`config.mk`:
```
export PLATFORM = sky130hd
export DESIGN_NAME = irq_expander
export DESIGN_NICKNAME = d
export VERILOG_FILES = /design/src/rtl/irq_exp_pkg.sv /design/src/rtl/irq_exp_sync.sv /design/src/rtl/irq_exp_capture.sv /design/src/rtl/irq_exp_regs.sv /design/src/rtl/irq_expander.sv
export SDC_FILE = /design/constraint.sdc
export NUM_CORES = 1
export LEC_CHECK = 0
export ABC_CLOCK_PERIOD_IN_PS = 2390
export CAP_MARGIN = 20
export CORE_MARGIN = 10
export CORE_UTILIZATION = 40
export DETAILED_ROUTE_END_ITERATION = 10
export HOLD_SLACK_MARGIN = 0.03
export PLACE_DENSITY = 0.66
export SYNTH_ARGS = -nofsm -noshare
export SYNTH_HDL_FRONTEND = slang
export SYNTH_HIERARCHICAL = 1
export SYNTH_SLANG_ARGS = --single-unit
```
`constraint.sdc`:
```
create_clock -name clk -period 2.39 [get_ports clk]
set_input_delay 0.3585 -clock clk [delete_from_list [all_inputs] [get_ports clk]]
set_output_delay 0.3585 -clock clk [all_outputs]
set_load 0.02 [all_outputs]
```
`src/rtl/irq_exp_pkg.sv`:
```
package irq_exp_pkg;

    localparam int DATA_W  = 8;
    localparam int ADDR_W  = 4;
    localparam int NUM_CTL = 5;
    localparam int RSV_BIT = 2;

    localparam logic [ADDR_W-1:0] OFS_STAT   = 4'hE;
    localparam logic [ADDR_W-1:0] OFS_LVL    = 4'h8;
    localparam logic [ADDR_W-1:0] OFS_MASK   = 4'hC;
    localparam logic [ADDR_W-1:0] OFS_CTL_RW = 4'hA;

    // sources that may become pending (reserved bit removed)
    localparam logic [DATA_W-1:0] SRC_USE = ~(DATA_W'(1) << RSV_BIT);

    // reset values of the control bytes, index 0 lives at offset 0x00
    localparam logic [NUM_CTL-1:0][DATA_W-1:0] CTL_RST =
        {8'h00, 8'h04, 8'h00, 8'h34, 8'h80};

    typedef struct packed {
        logic               stat;
        logic               lvl;
        logic               mask;
        logic [NUM_CTL-1:0] ctl;
    } reg_hit_t;

    typedef enum logic [2:0] {
        RD_ZERO,
        RD_STAT,
        RD_LVL,
        RD_MASK,
        RD_CTL_RW
    } rd_src_e;

    // the write-only bytes sit on even offsets 0,2,4,...; the last one is readable
    function automatic reg_hit_t decode_addr(input logic [ADDR_W-1:0] a);
        reg_hit_t h;
        h      = '0;
        h.stat = (a == OFS_STAT);
        h.lvl  = (a == OFS_LVL);
        h.mask = (a == OFS_MASK);
        for (int k = 0; k < NUM_CTL - 1; k++) begin
            h.ctl[k] = (a == ADDR_W'(2 * k));
        end
        h.ctl[NUM_CTL-1] = (a == OFS_CTL_RW);
        return h;
    endfunction

    function automatic rd_src_e pick_read(input reg_hit_t h);
        rd_src_e s;
        s = RD_ZERO;
        if (h.stat)              s = RD_STAT;
        else if (h.lvl)          s = RD_LVL;
        else if (h.mask)         s = RD_MASK;
        else if (h.ctl[NUM_CTL-1]) s = RD_CTL_RW;
        return s;
    endfunction

endpackage

```
`src/rtl/irq_exp_sync.sv`:
```
module irq_exp_sync #(
    parameter int W      = 8,
    parameter int STAGES = 2
) (
    input  logic         clk,
    input  logic         rst,
    input  logic [W-1:0] d,
    output logic [W-1:0] q
);
    logic [W-1:0] chain [STAGES];

    for (genvar s = 0; s < STAGES; s++) begin : g_stage
        if (s == 0) begin : g_first
            always_ff @(posedge clk) begin
                if (rst) chain[0] <= '0;
                else     chain[0] <= d;
            end
        end else begin : g_next
            always_ff @(posedge clk) begin
                if (rst) chain[s] <= '0;
                else     chain[s] <= chain[s-1];
            end
        end
    end

    assign q = chain[STAGES-1];
endmodule

```
`src/rtl/irq_exp_capture.sv`:
```
module irq_exp_capture #(
    parameter int           W   = 8,
    parameter logic [W-1:0] USE = '1
) (
    input  logic         clk,
    input  logic         rst,
    input  logic [W-1:0] lvl,
    input  logic         clr_en,
    input  logic [W-1:0] clr_bits,
    output logic [W-1:0] status_q,
    output logic [W-1:0] rise
);
    logic [W-1:0] prev_q;
    logic [W-1:0] stat_nxt;

    always_ff @(posedge clk) begin
        if (rst) prev_q <= '0;
        else     prev_q <= lvl;
    end

    assign rise = lvl & ~prev_q & USE;

    // clear first, then set: a new edge outranks a clear in the same cycle
    always_comb begin
        stat_nxt = status_q;
        if (clr_en) stat_nxt = stat_nxt & ~clr_bits;
        stat_nxt = stat_nxt | rise;
    end

    always_ff @(posedge clk) begin
        if (rst) status_q <= '0;
        else     status_q <= stat_nxt;
    end
endmodule

```
`src/rtl/irq_exp_regs.sv`:
```
module irq_exp_regs #(
    parameter int                    W   = 8,
    parameter int                    N   = 5,
    parameter logic [N-1:0][W-1:0]   RST = '0
) (
    input  logic           clk,
    input  logic           rst,
    input  logic [W-1:0]   wdata,
    input  logic           mask_we,
    input  logic [N-1:0]   ctl_we,
    output logic [W-1:0]   mask_q,
    output logic [N*W-1:0] ctl_q
);
    always_ff @(posedge clk) begin
        if (rst)          mask_q <= '0;
        else if (mask_we) mask_q <= wdata;
    end

    for (genvar k = 0; k < N; k++) begin : g_ctl
        always_ff @(posedge clk) begin
            if (rst)            ctl_q[k*W +: W] <= RST[k];
            else if (ctl_we[k]) ctl_q[k*W +: W] <= wdata;
        end
    end
endmodule

```
`src/rtl/irq_expander.sv`:
```
module irq_expander
    import irq_exp_pkg::*;
#(
    parameter int SYNC_STAGES = 2
) (
    input  logic                      clk,
    input  logic                      rst,
    input  logic [ADDR_W-1:0]         addr,
    input  logic                      wr_en,
    input  logic [DATA_W-1:0]         wdata,
    output logic [DATA_W-1:0]         rdata,
    input  logic [DATA_W-1:0]         irq_in,
    output logic                      irq_out,
    output logic [NUM_CTL*DATA_W-1:0] ctl_q
);
    reg_hit_t          hit;
    rd_src_e           rsel;
    logic [DATA_W-1:0] lvl_sync;
    logic [DATA_W-1:0] status_q;
    logic [DATA_W-1:0] rise;
    logic [DATA_W-1:0] mask_q;

    assign hit  = decode_addr(addr);
    assign rsel = pick_read(hit);

    irq_exp_sync #(.W(DATA_W), .STAGES(SYNC_STAGES)) u_sync (
        .clk (clk),
        .rst (rst),
        .d   (irq_in),
        .q   (lvl_sync)
    );

    irq_exp_capture #(.W(DATA_W), .USE(SRC_USE)) u_cap (
        .clk      (clk),
        .rst      (rst),
        .lvl      (lvl_sync),
        .clr_en   (wr_en & hit.stat),
        .clr_bits (wdata),
        .status_q (status_q),
        .rise     (rise)
    );

    irq_exp_regs #(.W(DATA_W), .N(NUM_CTL), .RST(CTL_RST)) u_regs (
        .clk     (clk),
        .rst     (rst),
        .wdata   (wdata),
        .mask_we (wr_en & hit.mask),
        .ctl_we  ({NUM_CTL{wr_en}} & hit.ctl),
        .mask_q  (mask_q),
        .ctl_q   (ctl_q)
    );

    assign irq_out = |(status_q & mask_q);

    always_comb begin
        unique case (rsel)
            RD_STAT:   rdata = status_q;
            RD_LVL:    rdata = lvl_sync;
            RD_MASK:   rdata = mask_q;
            RD_CTL_RW: rdata = ctl_q[NUM_CTL*DATA_W-1 -: DATA_W];
            default:   rdata = '0;
        endcase
    end
endmodule

```
==> flow_summary.yaml <==
run_status:
  outcome: "complete, no violations"
drt:
  ant_nets: 0
  first_iter_violations: 51
  drc: 0
  drt-total-wl_mm: 7.39
  avgRoutedWirePerCell_um: 15.9
  drtPass1Iterations: 4
  vias: 2237
  viasPerCell: 4.80
setup_path:
  cpLargestDelayFamily: "buffers and inverters"
  endpoint_kind: "output pin"
  critPathLaunchType: "input pin"
  worst_path_largest_cell_delay_ns: 0.47
  crit_fanout: 2
  path_cells: "clkdlybuf4s50_1, or3b_1, buf_4, o22ai_1, dlygate4sd2_1"
  cp_num_buf_inv: 3
  cpMaxStageDelayCell: "clkdlybuf4s50_1"
  crit_arrival_ns: 1.92
  worstPathRequired_ns: 2.03
  crit_type: "input pin to output pin"
clock_tree:
  cts_root_buf: "clkbuf_8"
  cts_setup_buffers: 0
  cts_hold_buf: 0
  ctsHtreeMaxLevel: 3
  cts.clk_slew.worst_paths_ns: 0.07
  cts_made_buffers: 9
  cts_resized: 8
  clkSinkCount: 79
  clock_path_buffers: 2
  cts_tree: "built"
  clk_latency_ns: 0.35
grt:
  grt_use_met3_pct: 4.43
  met1_usage_pct: 16.4
  gr-usage-met2_pct: 20.3
  grt_pass1_wl_mm: 11.9
  overflow: 0
  grt_use_total_pct: 13.1
  gr-max-usage-layer: "met2"
  grt_start_max_net_pins: 80
  grt_pass1_vias: 2234
  antenna_found_initial: 0
finish:
  diodes: 0
  final_common_cell: "dfxtp_1"
  nets: 385
  final_layout_size_suffix_gt1_share_pct: 14.2
  final_util_pct: 56.2
  layout_common_cells: "dfxtp_1 (79), clkdlybuf4s50_1 (62), mux2i_1 (59), nor2_1 (45)"
  area_delta_synth_final_pct: 34.3
place:
  port_buffers: 71
  dp_hpwl_mm: 5.23
  gp_congestion: 0.731
timing:
  holdWs_ns: 0.443
  worst_pin_slew_ns: 0.340
  fmax_mhz: 438
  drv_slew: 0
  tns_ns: 0
  rsz0062_at_grt: "false"
  finalCriticalPeriod_ns: 2.28
  setup_viol: 0
  fin_crit_sh_pct: 95.5
  slew_headroom_pct: 77.4
  finalHoldViolations: 0
  fin_skew_ns: 0.00591
power:
  power_density_mw_per_mm2: 635
  peakVddDrop_uv: 305
  leakage_uw: 0.00162
die:
  die_width_um: 108
  core_mm2: 0.00737
  io_pins: 72
  die_y_um: 108
  die_area_mm2: 0.0116
  rows: 31
  initial_utilization_pct: 41.8
job:
  maxCapViolCount: 0
synthesis:
  syn_inst: 279
  mappedNetlistNets: 302
  synth_area_per_cell_um2: 11.1
  yosys_warnings: 6
  synth_area_mm2: 0.00308
worst_hold_path:
  hp-class: "flop to flop"
## worst register-to-register path: cells and delay by family (launching register included)
family | cells | cell delay [ns]
flip-flops | 1 | 0.32
AO/OA/AOI/OAI | 1 | 0.21
AND/OR/NAND/NOR | 1 | 0.15
## path summary, 6_finish.rpt
check	startpoint	endpoint	slack, ns	cells past startpoint
worst max-delay path	addr[3]	rdata[4]	0.11	5
worst min-delay path	u_sync/chain[0][1]$_SDFF_PP0_	u_sync/chain[1][1]$_SDFF_PP0_	0.44	1
worst max register to register	u_regs/ctl_q[10]$_SDFFE_PP1P_	u_regs/ctl_q[10]$_SDFFE_PP1P_	1.60	2
worst min register to register	u_sync/chain[0][1]$_SDFF_PP0_	u_sync/chain[1][1]$_SDFF_PP0_	0.44	1
## metal layers
| metal | vias up | routed length (um) | share of wire, % |
|---|---|---|---|
| met2 | 44 | 3400 | 46 |
| met3 | 9 | 419 | 5.7 |
| met1 | 1066 | 3470 | 47 |
| li1 | 1118 | - | - |
| met5 | - | 0 | 0 |
| met4 | 0 | 106 | 1.4 |
## per-stage QoR
| step | cell area (um^2) | power (uW) | setup WS, ns | instances |
|---|---|---|---|---|
| after floorplan | 3080 | 1510 | 0.813 | 279 |
| after global placement | 3940 | 1620 | -0.168 | 450 |
| after detailed placement | 3940 | 1620 | -0.191 | 450 |
| after CTS | 4140 | 2660 | 0.0913 | 466 |
| after global routing | 4140 | 2730 | 0.0484 | 466 |
| final | 4140 | 2630 | 0.107 | 466 |
## final cells by class
type,instances,area (um^2)
clock inverter,4,70.1
timing repair buffer,88,848
inverter,1,3.75
fill,668,3230
clock buffer,12,135
sequential,79,1580
multi-input combinational,183,1380
tap,99,124
## registers in the layout, summed over array words and instances (netlist names)
name / count
u_regs/mask_q: 8
u_sync/chain: 16
u_cap/prev_q: 7
u_regs/ctl_q: 40
u_cap/status_q: 8
## where the power goes
| part | leakage [uW] | internal (uW) | switching, uW | total, uW |
|---|---|---|---|---|
| clock network | 0.000104 | 586 | 457 | 1040 |
| logic | 0.000878 | 114 | 104 | 218 |
| registers | 0.000643 | 1350 | 16.9 | 1370 |
Power figures use the tool's default switching activity.
